$ cat config.mk
export PLATFORM = sky130hd
export DESIGN_NAME = dram_pd_sequencer
export DESIGN_NICKNAME = d
export VERILOG_FILES = /design/src/rtl/pd_seq_pkg.sv /design/src/rtl/pd_seq_timers.sv /design/src/rtl/pd_seq_ctrl.sv /design/src/rtl/dram_pd_sequencer.sv
export SDC_FILE = /design/constraint.sdc
export NUM_CORES = 1
export LEC_CHECK = 0
export ABC_CLOCK_PERIOD_IN_PS = 1800
export BUFFER_PORTS_ARGS = -buffer_cell sky130_fd_sc_hd__buf_2
export CAP_MARGIN = 20
export CORE_MARGIN = 1
export CORE_UTILIZATION = 53
export CTS_BUF_LIST = sky130_fd_sc_hd__clkbuf_8
export CTS_CLUSTER_DIAMETER = 150
export DETAILED_ROUTE_END_ITERATION = 6
export PLACE_DENSITY = 0.81
export SETUP_SLACK_MARGIN = 0.15
export SYNTH_ARGS = -nofsm -noshare
export SYNTH_HDL_FRONTEND = slang
export SYNTH_SLANG_ARGS = --single-unit
export TNS_END_PERCENT = 20
$ cat constraint.sdc
create_clock -name clk -period 1.8 [get_ports clk]
set_input_delay 0.36 -clock clk [delete_from_list [all_inputs] [get_ports clk]]
set_output_delay 0.36 -clock clk [all_outputs]
set_load 0.05 [all_outputs]
$ cat src/rtl/pd_seq_pkg.sv
package pd_seq_pkg;
  localparam int BUSY_W = 6;

  typedef enum logic [1:0] {
    PD_NONE     = 2'd0,
    PD_ACTIVE   = 2'd1,
    PD_PRE_FAST = 2'd2,
    PD_PRE_SLOW = 2'd3
  } pdMode_e;

  // Strobes from control to the timer datapath
  typedef struct packed {
    logic enter;
    logic leave;
    logic rstHit;
    logic rstRelease;
  } pdStrobe_t;
endpackage

$ cat src/rtl/pd_seq_timers.sv
module pd_seq_timers
  import pd_seq_pkg::*;
#(
  parameter int T_CPDED    = 2,
  parameter int T_PD       = 4,
  parameter int T_CKE      = 3,
  parameter int T_XP       = 4,
  parameter int T_XPDLL    = 10,
  parameter int WAKE_TICKS = 8
) (
  input  logic      clk,
  input  logic      rstN,
  input  pdStrobe_t strb,
  input  logic      inPd,
  input  logic      rstState,
  input  logic      refTick,
  output logic      minLowMet,
  output logic      cpdedOn,
  output logic      exitFirst,
  output logic      xpDone,
  output logic      xpdllDone,
  output logic      holdDone,
  output logic      wakeDue
);
  localparam int MIN_LOW = (T_PD > T_CPDED) ? T_PD : T_CPDED;
  localparam int XMAX0   = (T_XP > T_CKE) ? T_XP : T_CKE;
  localparam int XMAX    = (T_XPDLL > XMAX0) ? T_XPDLL : XMAX0;
  localparam int LOW_W   = $clog2(MIN_LOW + 1);
  localparam int X_W     = $clog2(XMAX + 1);
  localparam int T_W     = $clog2(WAKE_TICKS + 1);

  localparam logic [LOW_W-1:0] LOW_MAX   = LOW_W'(MIN_LOW);
  localparam logic [LOW_W-1:0] LOW_NEED  = LOW_W'(MIN_LOW - 1);
  localparam logic [LOW_W-1:0] CPDED_LIM = LOW_W'(T_CPDED);
  localparam logic [X_W-1:0]   X_MAX     = X_W'(XMAX);
  localparam logic [X_W-1:0]   X_XP      = X_W'(T_XP);
  localparam logic [X_W-1:0]   X_XPDLL   = X_W'(T_XPDLL);
  localparam logic [X_W-1:0]   X_CKE     = X_W'(T_CKE);
  localparam logic [T_W-1:0]   TICK_MAX  = T_W'(WAKE_TICKS);

  logic [LOW_W-1:0] lowCnt;
  logic [X_W-1:0]   exitCnt;
  logic [T_W-1:0]   tickCnt;

  always_ff @(posedge clk or negedge rstN) begin
    if (!rstN) begin
      lowCnt  <= '0;
      tickCnt <= '0;
      exitCnt <= X_MAX;
    end else begin
      if (strb.enter) begin
        lowCnt  <= '0;
        tickCnt <= '0;
      end else if (inPd) begin
        if (lowCnt != LOW_MAX) lowCnt <= lowCnt + 1'b1;
        if (refTick && tickCnt != TICK_MAX) tickCnt <= tickCnt + 1'b1;
      end
      if (strb.leave || strb.rstRelease) exitCnt <= '0;
      else if (!inPd && !rstState && exitCnt != X_MAX) exitCnt <= exitCnt + 1'b1;
    end
  end

  assign minLowMet = (lowCnt >= LOW_NEED);
  assign cpdedOn   = (lowCnt < CPDED_LIM);
  assign exitFirst = (exitCnt == '0);
  assign xpDone    = (exitCnt >= X_XP);
  assign xpdllDone = (exitCnt >= X_XPDLL);
  assign holdDone  = (exitCnt >= X_CKE);
  assign wakeDue   = (tickCnt >= TICK_MAX);
endmodule

$ cat src/rtl/pd_seq_ctrl.sv
module pd_seq_ctrl
  import pd_seq_pkg::*;
#(
  parameter int NUM_BANKS = 8
) (
  input  logic                 clk,
  input  logic                 rstN,
  input  logic                 pdReq,
  input  logic [NUM_BANKS-1:0] bankOpen,
  input  logic [BUSY_W-1:0]    busyVec,
  input  logic                 fastExitSel,
  input  logic                 memRst,
  input  logic                 minLowMet,
  input  logic                 cpdedOn,
  input  logic                 exitFirst,
  input  logic                 xpDone,
  input  logic                 xpdllDone,
  input  logic                 holdDone,
  input  logic                 wakeDue,
  output pdStrobe_t            strb,
  output logic                 inPd,
  output logic                 rstState,
  output logic                 cke,
  output logic                 forceNop,
  output pdMode_e              pdMode,
  output logic                 genCmdOk,
  output logic                 dllCmdOk,
  output logic                 wakeReq
);
  pdMode_e modeQ;
  logic    slowExit;
  logic    idle;
  logic    dllWinDone;

  assign idle       = !inPd && !rstState;
  assign dllWinDone = slowExit ? xpdllDone : xpDone;
  assign wakeReq    = inPd && wakeDue;

  always_comb begin
    strb.rstHit     = memRst;
    strb.rstRelease = !memRst && rstState;
    strb.enter      = !memRst && idle && pdReq && (busyVec == '0)
                      && holdDone && xpDone && dllWinDone;
    strb.leave      = !memRst && inPd && minLowMet && (!pdReq || wakeDue);
  end

  always_ff @(posedge clk or negedge rstN) begin
    if (!rstN) begin
      inPd     <= 1'b0;
      rstState <= 1'b0;
      modeQ    <= PD_NONE;
      slowExit <= 1'b0;
    end else if (strb.rstHit) begin
      rstState <= 1'b1;
      inPd     <= 1'b0;
      modeQ    <= PD_NONE;
    end else if (strb.rstRelease) begin
      rstState <= 1'b0;
      slowExit <= 1'b1;
    end else if (strb.enter) begin
      inPd <= 1'b1;
      if (|bankOpen)        modeQ <= PD_ACTIVE;
      else if (fastExitSel) modeQ <= PD_PRE_FAST;
      else                  modeQ <= PD_PRE_SLOW;
    end else if (strb.leave) begin
      inPd     <= 1'b0;
      slowExit <= (modeQ == PD_PRE_SLOW);
      modeQ    <= PD_NONE;
    end
  end

  assign cke      = idle;
  assign forceNop = (inPd && cpdedOn) || (idle && exitFirst);
  assign pdMode   = modeQ;
  assign genCmdOk = idle && xpDone;
  assign dllCmdOk = idle && dllWinDone;
endmodule

$ cat src/rtl/dram_pd_sequencer.sv
module dram_pd_sequencer
  import pd_seq_pkg::*;
#(
  parameter int NUM_BANKS  = 8,
  parameter int T_CPDED    = 2,
  parameter int T_PD       = 4,
  parameter int T_CKE      = 3,
  parameter int T_XP       = 4,
  parameter int T_XPDLL    = 10,
  parameter int WAKE_TICKS = 8
) (
  input  logic                 clk,
  input  logic                 rstN,
  input  logic                 pdReq,
  input  logic [NUM_BANKS-1:0] bankOpen,
  input  logic [BUSY_W-1:0]    busyVec,
  input  logic                 fastExitSel,
  input  logic                 memRst,
  input  logic                 refTick,
  output logic                 cke,
  output logic                 forceNop,
  output logic [1:0]           pdMode,
  output logic                 genCmdOk,
  output logic                 dllCmdOk,
  output logic                 wakeReq
);
  pdStrobe_t strb;
  pdMode_e   modeE;
  logic inPd, rstState;
  logic minLowMet, cpdedOn, exitFirst, xpDone, xpdllDone, holdDone, wakeDue;

  pd_seq_ctrl #(.NUM_BANKS(NUM_BANKS)) u_ctrl (
    .clk(clk), .rstN(rstN), .pdReq(pdReq), .bankOpen(bankOpen),
    .busyVec(busyVec), .fastExitSel(fastExitSel), .memRst(memRst),
    .minLowMet(minLowMet), .cpdedOn(cpdedOn), .exitFirst(exitFirst),
    .xpDone(xpDone), .xpdllDone(xpdllDone), .holdDone(holdDone),
    .wakeDue(wakeDue), .strb(strb), .inPd(inPd), .rstState(rstState),
    .cke(cke), .forceNop(forceNop), .pdMode(modeE), .genCmdOk(genCmdOk),
    .dllCmdOk(dllCmdOk), .wakeReq(wakeReq)
  );

  pd_seq_timers #(
    .T_CPDED(T_CPDED), .T_PD(T_PD), .T_CKE(T_CKE), .T_XP(T_XP),
    .T_XPDLL(T_XPDLL), .WAKE_TICKS(WAKE_TICKS)
  ) u_tmr (
    .clk(clk), .rstN(rstN), .strb(strb), .inPd(inPd), .rstState(rstState),
    .refTick(refTick), .minLowMet(minLowMet), .cpdedOn(cpdedOn),
    .exitFirst(exitFirst), .xpDone(xpDone), .xpdllDone(xpdllDone),
    .holdDone(holdDone), .wakeDue(wakeDue)
  );

  assign pdMode = modeE;
endmodule

Word level (Yosys, flattened, before mapping)
Cells that the tools add are included.
{"block": "word_totals", "output_inout_bits": 7, "regBits": 16}
{"block": "op_classes", "n_addsub": 3, "n_bitwise": 1, "muxes": 24, "n_eq_ne": 6, "n_reduce_logical": 39, "order_cmp": 6}
{"operator": "$mux 4", "count": 5}
{"operator": "$logic_and 1x1->1", "count": 18}
{"operator": "$reduce_bool 2->1", "count": 6}
{"operator": "$mux 1", "count": 11}
{"operator": "$mux 2", "count": 5}
{"operator": "$mux 3", "count": 3}
{"operator": "$add 4x1->4 const B", "count": 2}
{"operator": "$ge 4x4->1 const B", "count": 2}
{"operator": "$ne 4x4->1 const B", "count": 2}
{"operator": "$reduce_or 8->1", "count": 1}
{"operator": "$logic_not 6->1", "count": 1}
{"operator": "$reduce_and 2->1", "count": 3}
{"operator": "$ge 4x2->1 const B", "count": 1}
{"operator": "$ge 4x3->1 const B", "count": 1}
{"operator": "$logic_not 1->1", "count": 4}
{"operator": "$logic_not 4->1", "count": 1}
{"operator": "$add 3x1->3 const B", "count": 1}
{"operator": "$ge 3x2->1 const B", "count": 1}
{"operator": "$logic_or 1x1->1", "count": 3}
{"operator": "$lt 3x2->1 const B", "count": 1}
{"operator": "$ne 3x3->1 const B", "count": 1}
{"operator": "$reduce_and 3->1", "count": 1}
{"operator": "$reduce_bool 3->1", "count": 1}
{"operator": "$eq 2x2->1 const B", "count": 1}
{"operator": "other kinds (3)", "count": 3}

Longest topological paths before layout
Gate-level depths: netlist of run 1.
{"block": "logic_depth", "word_depth": 11, "mapped_depth": 6, "ltp_nobuf": 6}

Modules after synthesis
Synthesis of run 1 repeated with hierarchy kept, for this count alone.
{"block": "hier_totals", "cells_unflattened": 117, "area_unflattened_um2": 1067.3}
{"module": "pd_seq_timers", "area_per_inst_um2": 700.7, "n_inst": 1, "cells_each": 78, "seq_area_each_um2": 277.8}
{"module": "pd_seq_ctrl", "area_per_inst_um2": 366.6, "n_inst": 1, "cells_each": 39, "seq_area_each_um2": 125.1}

Worst setup path after synthesis of run 1
No wires, ideal clock.
{"block": "synth_timing", "path_kind": "reg-to-output", "start": "reg u_tmr.exitCnt[1]", "end": "out dllCmdOk", "arrival_time_ns": 1.933, "stages_incl_launch_ff": 5, "path_buffers": 0, "required_time_ns": 1.440, "path_slack_ns": -0.493, "path_cell_list": "dfstp_2 -> ha_1 -> or4b_1 -> o21ai_2 -> nor3_1"}
{"block": "synth_between", "elab_chain_len": 3, "word_cells_on_any_way": 4, "cone_classes": "order compare: 2; mux: 1; reduce/logical: 1"}
{"item": "start: declaration", "line_no": "pd_seq_timers.sv:42", "text": "logic [X_W-1:0] exitCnt;"}
{"item": "start signal: assignment", "line_no": "pd_seq_timers.sv:59", "text": "else if (!inPd && !rstState && exitCnt != X_MAX) exitCnt <= exitCnt + 1'b1;"}
{"item": "$ge 4x3->1 or $ge 4x4->1 (tied branches)", "line_no": "pd_seq_timers.sv:66, pd_seq_timers.sv:67"}
{"item": "$mux 1 (*)", "line_no": "pd_seq_ctrl.sv:36", "text": "assign dllWinDone = slowExit ? xpdllDone : xpDone;"}
{"item": "$logic_and 1x1->1 (*)", "line_no": "pd_seq_ctrl.sv:76", "text": "assign dllCmdOk = idle && dllWinDone;"}
{"item": "end: declaration", "line_no": "dram_pd_sequencer.sv:24", "text": "output logic dllCmdOk,"}
Every way passes the cells marked *; elsewhere a longest branch is shown, timed or not.

Final worst setup path of run 1
{"block": "layout_timing", "start": "reg u_tmr.exitCnt[0]", "end": "out dllCmdOk"}
Same word-level chain as after synthesis.

==> key figures, run 1 <==
STA
  – Fin. Hold Viols: 0
  – Tcrit/Tclk final: 109%
  – Final setup vio count: 1
  – Unrepaired setup endpoints after global routing: true
  – Final hold slack: between 0.005 and 0.006 ns
  – Tmin final: 1.97 ns
  – Max-slew violation count: 0
  – Setup Skew: 0.00691 ns
  – Fmax: just over 500 MHz
  – Setup ws final: -0.168 ns
  – Slew @ Worst Pin: about 0.45 ns
  – Max_slew headroom: between 60% and 70%

Clock tree
  – Clk slew on worst S/H paths: approximately 0.06 ns
  – CTS tree: yes
  – CTS hold repair buffers: 0
  – Clock latency at the later pin of the worst-skew pair: approximately 0.25 ns
  – H-tree levels: 1
  – Root buf cell: clkbuf_8
  – CTS Buf Count: 3
  – Clk buf depth: 2
  – Clock sinks: 16

Layout
  – Finished Layout Cells: 161
  – Final #Nets: between 150 and 200
  – Share of cells above drive strength 1: about two fifths
  – Antenna diodes: 0
  – Post-Route Utilization: between 70% and 80%
  – Multi-input gate area: roughly 590 µm²
  – Fillers: 110
  – Area Growth Syn to Fin: 35.0%
  – Seq. cell area: between 400 and 500 µm²

Global route
  – GRT Total Usage: a little under a quarter
  – First-pass GRT wire length: roughly 3200 µm
  – Largest net degree at the start of global routing: 17
  – Total grt overflow: 0
  – Initial antenna violation count: 0
  – Vias in the first global route: between 700 and 800

Power and ir drop
  – Static leakage: 0.613 nW
  – Worst-case vdd ir drop: 0.000624 V
  – Power Density: around 830 nW/µm²
  – Total power: approximately 0.0011 W

Synthesis
  – Sequential area share after synthesis: roughly two fifths
  – Area contributors post-synth: dfrtp_1, ha_1, dfstp_2
  – Syn Area/Cell: roughly 9.6 µm²
  – Most common cell in the netlist: dfrtp_1
  – Async set-or-reset flop fraction in the synthesized netlist: 100%
  – Post-synth top cells: dfrtp_1, nor2_1, inv_1
  – Share of the synthesized area in the top cell type: a little over a third
  – Cell taking the most area after synthesis: dfrtp_1
  – Netlist cell types: 35
  – Synthesized flop and latch total: 16
  – Synth Flop Type: dfrtp_1
  – Cells after Synth: around 100
  – Post-synth EDFFs: 0
  – Synth Cell Area: 966 µm²
  – YS warnings: 0
  – Syn Nets: approximately 130

Placement
  – Post-Place Worst Slack: -0.00530 ns
  – Dpl cells: around 160
  – DP HPWL: around 1500 µm
  – GP Congestion: 0.775
  – IO Port Bufs: 26

Critical path
  – Crit Reg-Reg Endpoint: u_ctrl.pdMode[1]
  – CP Class: reg2out
  – Critical path peak fanout: 2
  – CP arrival: between 1.5 and 2 ns
  – Reg2Reg Depth: 7
  – Flop-to-flop setup slack: about 0.11 ns
  – CP Launch Type: flop
  – Reg-to-Reg Start: u_tmr.exitCnt[1]
  – Worst Path Required: around 1.4 ns
  – CP Capture Type: primary output
  – Worst setup path end: dllCmdOk
  – Critical path launch point: u_tmr.exitCnt[0]

Routing
  – Drt total wl: 2020 µm
  – Via density per instance: 5.35
  – Routed Antenna Nets: 0
  – 1st-iter DRT viols: 16
  – Avg WL per Cell: approximately 13 µm
  – Total number of vias: between 800 and 900
  – DRC Markers: 0
  – DR pass1 iterations: 4

Outcome
  – Failing checks: setup timing
  – Status: finished, violations left

Floorplan
  – FP Rows: 15
  – Core area: roughly 1700 µm²
  – DIE HEIGHT: between 40 and 50 µm
  – Initial Utilization: a little under three fifths
  – Die ar.: 2000 µm²
  – IO Pins: 27
  – Die width: 44.7 µm

Hold path
  – Worst hold path type: in2async

Job
  – Max Cap Violations: 0
==> where the power goes <==
group | switching (W) | internal (W)
sequential | 0.0000368 | 0.000398
combinational | 0.000201 | 0.000178
clock | 0.000111 | 0.000151
total | 0.000349 | 0.000727
==> cell families after synthesis <==
| kind of cell | Yosys count | synth area share [%] |
|---|---|---|
| AO/OA/AOI/OAI | 14 | 9.72 |
| multiplexers | 4 | 4.27 |
| XOR/XNOR | 7 | 6.35 |
| adder cells (fa/ha/maj) | 8 | 10.4 |
| flip-flops | 16 | 41.7 |
| buffers and inverters | 11 | 4.40 |
| AND/OR/NAND/NOR | 41 | 23.2 |
==> area by class of cell <==
cell class                      instances  share of cell area (%)
Clock buffer                            3                    3.17
Sequential cell                        16                    31.0
Inverter                                9                    2.59
Clock inverter                          1                   0.288
Multi-Input combinational cell         74                    45.1
Timing Repair Buffer                   33                    15.5
Tap cell                               25                    2.40
==> layer usage <==
layer / track usage, % / wire length [µm]
met1: 28.5 / 864
met2: 41.2 / 1060
met3: 2.40 / 77
met4: 5.45 / 21
met5: 0 / 0
==> worst max-delay path, stage by stage (launching register included) <==
cell and delay [ns]:
dfrtp_1 0.36, inv_2 0.06, ha_4 0.16, or4b_4 0.49
o21ai_4 0.08, nor3_2 0.06, buf_6 0.16
==> stage by stage <==
stage	setup TNS, ns	area [µm²]
after floorplan	-0.0603	981
final	-0.168	1300
after CTS	-0.176	1250
after global placement	0	1170
after detailed placement	-0.00530	1170
after global routing	-0.209	1300
==> worst min-delay path by stage <==
stage | from | end | slack [ns] | cells past startpoint
5_1_grt | rstN | u_tmr.tickCnt[3] | 0.04 | 1
2_1_floorplan | rstN | u_ctrl.inPd | 0.06 | 0
4_1_cts | rstN | u_tmr.lowCnt[0] | 0.01 | 1
6_report | rstN | u_tmr.lowCnt[0] | 0.005 | 1
3_3_place_gp | rstN | u_tmr.exitCnt[2] | 0.28 | 1
3_5_place_dp | rstN | u_tmr.exitCnt[2] | 0.28 | 1
==> cells in the final DEF (no fill, tap or decap), types with 3 or more instances in the layout <==
cell / instances
o21ai_0: 3
nor2_1: 7
nand2_1: 7
clkbuf_8: 3
nand3_1: 3
nor4_1: 3
inv_1: 9
buf_6: 3
xnor2_1: 3
buf_4: 7
buf_2: 23
xor2_1: 4
dfrtp_1: 13
ha_1: 6
mux2i_1: 3
nor2_2: 4
==> flip-flops by register name, indices dropped and copies added, names as in the netlist <==
register,cells
u_tmr.exitCnt,4
u_tmr.tickCnt,4
u_tmr.lowCnt,3
u_ctrl.pdMode,2
u_ctrl.inPd,1
u_ctrl.rstState,1
u_ctrl.slowExit,1
==> repair_timing <==
action,CTS,global route
gates resized for setup,9,12
pin swaps,0,7
endpoints found under the setup margin,6,9
setup buffers,1,1
endpoints found under the hold margin,0,0
Power figures use the tool's default switching activity.
==> run 2, diff against run 1 <==
Settings changed: CELL_PAD_IN_SITES_DETAIL_PLACEMENT from default to 0, CELL_PAD_IN_SITES_GLOBAL_PLACEMENT from default to 1, CORE_ASPECT_RATIO from default to 1.1, CORE_UTILIZATION 53 to 40, PLACE_DENSITY 0.81 to default, PLACE_DENSITY_LB_ADDON from default to 0.1.
==> key figures, run 2 (synthesis gave the netlist of run 1 again) <==
Outcome
  – Status: finished, violations left
  – Failing checks: setup timing

Layout
  – Most frequent cells in the layout: buf_2, dfrtp_1, nor2_1
  – Final #Nets: 165 (unchanged)
  – Post-Route Utilization: 60.3% (-16 points)
  – Commonest non-fill, non-tap cell in the layout: buf_2
  – Area Growth Syn to Fin: 42.1%
  – Share of cells above drive strength 1: 46.3% (+4.4 points)
  – Finished Layout Cells: 166 (+3.1%)
  – Final Cell Area: 1370 µm² (+5.3%)
  – Antenna diodes: 0 (unchanged)
  – Regs by FF count: u_tmr.exitCnt x4, u_tmr.tickCnt x4, u_tmr.lowCnt x3

Global route
  – First-pass GRT wire length: 3180 µm (-1.9%)
  – Vias in the first global route: 765 (-2.2%)
  – GRT Total Usage: 15.9% (-6.7 points)
  – Total grt overflow: 0 (unchanged)
  – Largest net degree at the start of global routing: 17 (unchanged)
  – Initial antenna violation count: 0 (unchanged)

STA
  – Tmin final: 1.97 ns (-0.000832 ns)
  – Setup ws final: -0.167 ns (+0.000832 ns)
  – Max_slew headroom: 72.2% (+2.6 points)
  – Setup TNS Final: -0.167 ns (+0.000832 ns)
  – Unrepaired setup endpoints after global routing: true
  – Final setup vio count: 1 (unchanged)
  – Setup Skew: 0.00251 ns (-0.00439 ns)
  – Slew @ Worst Pin: 0.412 ns (-0.0390 ns)
  – Max-slew violation count: 0 (unchanged)
  – Fin. Hold Viols: 0 (unchanged)
  – Tcrit/Tclk final: 109% (about the same)
  – Fmax: 508 MHz (about the same)

Critical path
  – Critical path launch point: u_tmr.exitCnt[0]
  – Worst Path Required: 1.44 ns (about the same)
  – Reg-to-Reg Start: u_tmr.lowCnt[1]
  – Worst setup path end: dllCmdOk
  – Crit Reg-Reg Endpoint: u_ctrl.slowExit
  – Critical path peak fanout: 2 (unchanged)
  – CP Class: reg2out
  – CP Capture Type: primary output
  – Flop-to-flop setup slack: 0.11 ns (about the same)
  – CP arrival: 1.61 ns (about the same)
  – Reg2Reg Depth: 6 (-1)
  – CP Launch Type: flop

Routing
  – 1st-iter DRT viols: 14 (-2)
  – Avg WL per Cell: 12.3 µm (-1.9%)
  – Via density per instance: 5.04 (-5.8%)
  – Drt total wl: 2040 µm (+1.2%)
  – Total number of vias: 837 (-2.9%)
  – Routed Antenna Nets: 0 (unchanged)
  – DR pass1 iterations: 4 (unchanged)
  – DRC Markers: 0 (unchanged)

Clock tree
  – H-tree levels: 1 (unchanged)
  – CTS hold repair buffers: 0 (unchanged)
  – Clock latency at the later pin of the worst-skew pair: 0.24 ns (about the same)
  – Root buf cell: clkbuf_8
  – CTS Buf Count: 3 (unchanged)
  – Total setup buffers inserted after CTS: 0 (-1)
  – Clk slew on worst S/H paths: 0.06 ns (about the same)
  – Clock sinks: 16 (unchanged)
  – Clk buf depth: 2 (unchanged)
  – CTS tree: yes

Power and ir drop
  – Worst-case vdd ir drop: 0.000603 V (-3.4%)
  – Power Density: 832 nW/µm² (+0.86%)
  – Static leakage: 0.627 nW (+2.2%)

Floorplan
  – Die ar.: 2620 µm² (+31%)
  – Core area: 2270 µm² (+33%)
  – Initial Utilization: 42.5% (-14 points)
  – IO Pins: 27 (unchanged)
  – Die width: 48.9 µm (+9.3%)
  – FP Rows: 18 (+3)
  – DIE HEIGHT: 53.5 µm (+20%)

Hold path
  – Worst hold path type: in2async

Placement
  – DP HPWL: 1480 µm (-4.0%)
  – DP Area: 1190 µm² (+1.8%)
  – Dpl cells: 162 (+4.5%)
  – IO Port Bufs: 26 (unchanged)
  – GP Congestion: 0.704 (-9.1%)

Job
  – Max Cap Violations: 0 (unchanged)
run 2: changes by cell type in the layout (fill, tap and decap cells not counted), sizes merged:
cell	previous run	this run
clkbuf	3	4
inv	10	9
run 2: power by group:
part           leakage [nW]  switching, W  total, W  internal [W]
Clock                0.0288      0.000113  0.000307      0.000194
Sequential            0.199     0.0000388  0.000437      0.000398
Combinational         0.399      0.000213  0.000398      0.000185
Total                 0.627      0.000365   0.00114      0.000777
run 2: how the worst min path moves through the flow:
stage,cells past startpoint,start,end
4_1_cts,1,rstN,u_tmr.tickCnt[0]
6_report,1,rstN,u_tmr.exitCnt[0]
2_1_floorplan,0,rstN,u_ctrl.inPd
3_5_place_dp,1,rstN,u_tmr.exitCnt[2]
5_1_grt,1,rstN,u_tmr.tickCnt[2]
3_3_place_gp,1,rstN,u_tmr.exitCnt[0]
run 2: critical path, stage by stage, from the launching register on:
cell and delay, ns:
dfrtp_1 0.36, inv_2 0.06, ha_4 0.16, or4b_4 0.50, o21ai_4 0.08, nor3_2 0.05
buf_6 0.15
run 2: metrics by stage:
stage	hold WS (ns)	worst slack, ns	total power [W]
2_1_floorplan	0.0644	-0.0603	0.000619
3_3_place_gp	0.288	0.0483	0.000732
3_5_place_dp	0.288	0.0171	0.000738
4_1_cts	0.0262	-0.167	0.00110
5_1_grt	0.0498	-0.224	0.00120
6_report	0.0174	-0.167	0.00114
run 2: layout make-up:
class | instances | area (µm²)
Multi-Input combinational cell | 74 | 639
Fill cell | 221 | 902
Tap cell | 30 | 37.5
Timing Repair Buffer | 33 | 201
Inverter | 9 | 33.8
Sequential cell | 16 | 405
Clock buffer | 4 | 55.1
run 2: repair_timing:
item / CTS / global route
resized for setup: 15 / 15
endpoints found under the setup margin: 7 / 11
pin swaps: 0 / 7
run 2: metal layers:
| metal | track usage (%) | up-vias | part of all wire [%] |
|---|---|---|---|
| li1 | - | 417 | - |
| met3 | 1.98 | 2 | 4.1 |
| met2 | 27.8 | 26 | 49 |
| met1 | 20.9 | 392 | 47 |
| met5 | 0 | - | 0 |
| met4 | 4.41 | 0 | 0.24 |
==> run 3, diff against run 2 <==
Settings changed: CORE_MARGIN 1 to 10, CORE_UTILIZATION 40 to 38, CTS_BUF_LIST sky130_fd_sc_hd__clkbuf_8 to sky130_fd_sc_hd__clkbuf_16, HOLD_SLACK_MARGIN from default to 0.1.
==> key figures, run 3 (synthesis gave the netlist of run 1 again) <==
Placement
  – GP Congestion: 0.732 (+3.9%)
  – IO Port Bufs: 26 (unchanged)
  – DP HPWL: 1790 µm (+21%)
  – Dpl cells: 163 (+0.62%)

Global route
  – Total grt overflow: 0 (unchanged)
  – Initial antenna violation count: 0 (unchanged)
  – First-pass GRT wire length: 3750 µm (+18%)
  – Largest net degree at the start of global routing: 17 (unchanged)
  – GRT Total Usage: 9.53% (-6.3 points)
  – Vias in the first global route: 891 (+16%)

Outcome
  – Status: finished, violations left
  – Failing checks: setup timing

Routing
  – Avg WL per Cell: 13.0 µm (+5.7%)
  – 1st-iter DRT viols: 32 (+18)
  – Total number of vias: 841 (+0.48%)
  – DR pass1 iterations: 4 (unchanged)
  – Drt total wl: 2250 µm (+10%)
  – DRC Markers: 0 (unchanged)
  – Routed Antenna Nets: 0 (unchanged)
  – Via density per instance: 4.86 (-3.6%)

Power and ir drop
  – Static leakage: 0.657 nW (+4.9%)
  – Power Density: 919 nW/µm² (+10%)
  – Worst-case vdd ir drop: 0.000530 V (-12%)

Clock tree
  – Root buf cell: clkbuf_16
  – Clock latency at the later pin of the worst-skew pair: 0.25 ns (about the same)
  – CTS Buf Count: 3 (unchanged)
  – H-tree levels: 1 (unchanged)
  – CTS tree: yes
  – Clk slew on worst S/H paths: 0.05 ns (about the same)
  – Clk buf depth: 2 (unchanged)
  – Clock sinks: 16 (unchanged)

STA
  – Tmin final: 1.96 ns (-0.00777 ns)
  – Fmax: 510 MHz (+0.40%)
  – Final hold slack: 0.305 ns (+0.287 ns)
  – Setup Skew: 0.00442 ns (+0.00190 ns)
  – Unrepaired setup endpoints after global routing: true
  – Tcrit/Tclk final: 109% (-0.43 points)
  – Max_slew headroom: 70.8% (-1.4 points)
  – Final setup vio count: 1 (unchanged)
  – Setup ws final: -0.159 ns (+0.00777 ns)
  – Fin. Hold Viols: 0 (unchanged)
  – Slew @ Worst Pin: 0.433 ns (+0.0208 ns)
  – Max-slew violation count: 0 (unchanged)

Hold path
  – Worst hold path type: in2reg
  – Worst hold path depth: 1

Floorplan
  – DIE HEIGHT: 72.9 µm (+36%)
  – FP Rows: 19 (+1)
  – Initial Utilization: 39.1% (-3.4 points)
  – IO Pins: 27 (unchanged)
  – Die width: 68.1 µm (+39%)
  – Die ar.: 4960 µm² (+90%)
  – Core area: 2470 µm² (+8.7%)

Critical path
  – Worst setup path end: dllCmdOk
  – Flop-to-flop setup slack: 0.02 ns (-0.09 ns)
  – Worst Path Required: 1.44 ns (about the same)
  – CP Launch Type: flop
  – CP Capture Type: primary output
  – Critical path peak fanout: 6 (+4)
  – CP arrival: 1.60 ns (about the same)
  – Reg-to-Reg Start: u_tmr.exitCnt[1]
  – Critical path launch point: u_tmr.exitCnt[1]
  – CP Class: reg2out
  – Reg2Reg Depth: 8 (+2)
  – Crit Reg-Reg Endpoint: u_ctrl.pdMode[1]

Layout
  – Final #Nets: 171 (+3.6%)
  – Antenna diodes: 0 (unchanged)
  – Finished Layout Cells: 173 (+4.2%)
  – Seq. cell area: 404 µm² (-0.31%)
  – Share of cells above drive strength 1: 40.1% (-6.2 points)
  – Multi-input gate area: 568 µm² (-11%)
  – Fillers: 237 (+7.2%)
  – Regs by FF count: u_tmr.exitCnt x4, u_tmr.tickCnt x4, u_tmr.lowCnt x3
  – Area Growth Syn to Fin: 42.5%
  – Most frequent cells in the layout: buf_2, dfrtp_1, nor2_1, buf_4, inv_1
  – Post-Route Utilization: 55.7% (-4.7 points)
  – Commonest non-fill, non-tap cell in the layout: buf_2

Job
  – Max Cap Violations: 0 (unchanged)
## run 3: cell types whose count changed in the layout (fill, tap and decap cells not counted), sizes merged
cell         change
buf              +5
clkbuf           -1
clkinv           +1
dlygate4sd3      +1
## run 3: layer usage
layer	global-route usage, %	share of wire, %
met4	4.03	1.0
met3	4.45	10
met2	14.5	43
met5	0	0
met1	11.1	45
## run 3: final cells by class
type,instances,area share [%]
inverter,9,2.45
tap,31,2.82
sequential,16,29.4
clock buffer,3,5.45
timing repair buffer,39,18.4
clock inverter,1,0.273
multi-input combinational,74,41.3
## run 3: how the worst min path moves through the flow
stage          startpoint              end  slack [ns]
6_report           memRst  u_ctrl.rstState        0.30
2_1_floorplan        rstN      u_ctrl.inPd        0.06
4_1_cts            memRst  u_ctrl.rstState        0.29
3_3_place_gp         rstN  u_tmr.lowCnt[0]        0.29
3_5_place_dp         rstN  u_tmr.lowCnt[1]        0.30
5_1_grt            memRst  u_ctrl.rstState        0.31
## run 3: stage by stage
stage	worst slack (ns)	cell area, µm²	setup TNS [ns]	total power [W]
2_1_floorplan	-0.0603	981	-0.0603	0.000619
3_3_place_gp	0.0379	1190	0	0.000733
3_5_place_dp	0.00317	1190	0	0.000743
4_1_cts	-0.166	1340	-0.166	0.00123
5_1_grt	-0.209	1380	-0.380	0.00133
6_report	-0.159	1380	-0.159	0.00127
## run 3: worst max-delay path, stage by stage, from the launching register on
cell     delay (ns)
dfstp_2        0.40
ha_4           0.16
or4b_1         0.48
o21ai_2        0.10
nor3_2         0.06
buf_6          0.16
## run 3: timing repair
action / 4_1_cts / 5_1_grt
resized for setup: 11 / 4
endpoints found under the setup margin: 6 / 17
pin swaps: 1 / 1
hold buffers: 1 / 0
hold endpoints to repair: 14 / 0
setup buffers: 2 / 3
## run 3: report_power, final
| part | total [W] | leakage (nW) | switching (W) | internal (W) |
|---|---|---|---|---|
| Sequential | 0.000433 | 0.199 | 0.0000344 | 0.000399 |
| Clock | 0.000428 | 0.0385 | 0.000134 | 0.000294 |
| Combinational | 0.000404 | 0.420 | 0.000205 | 0.000199 |
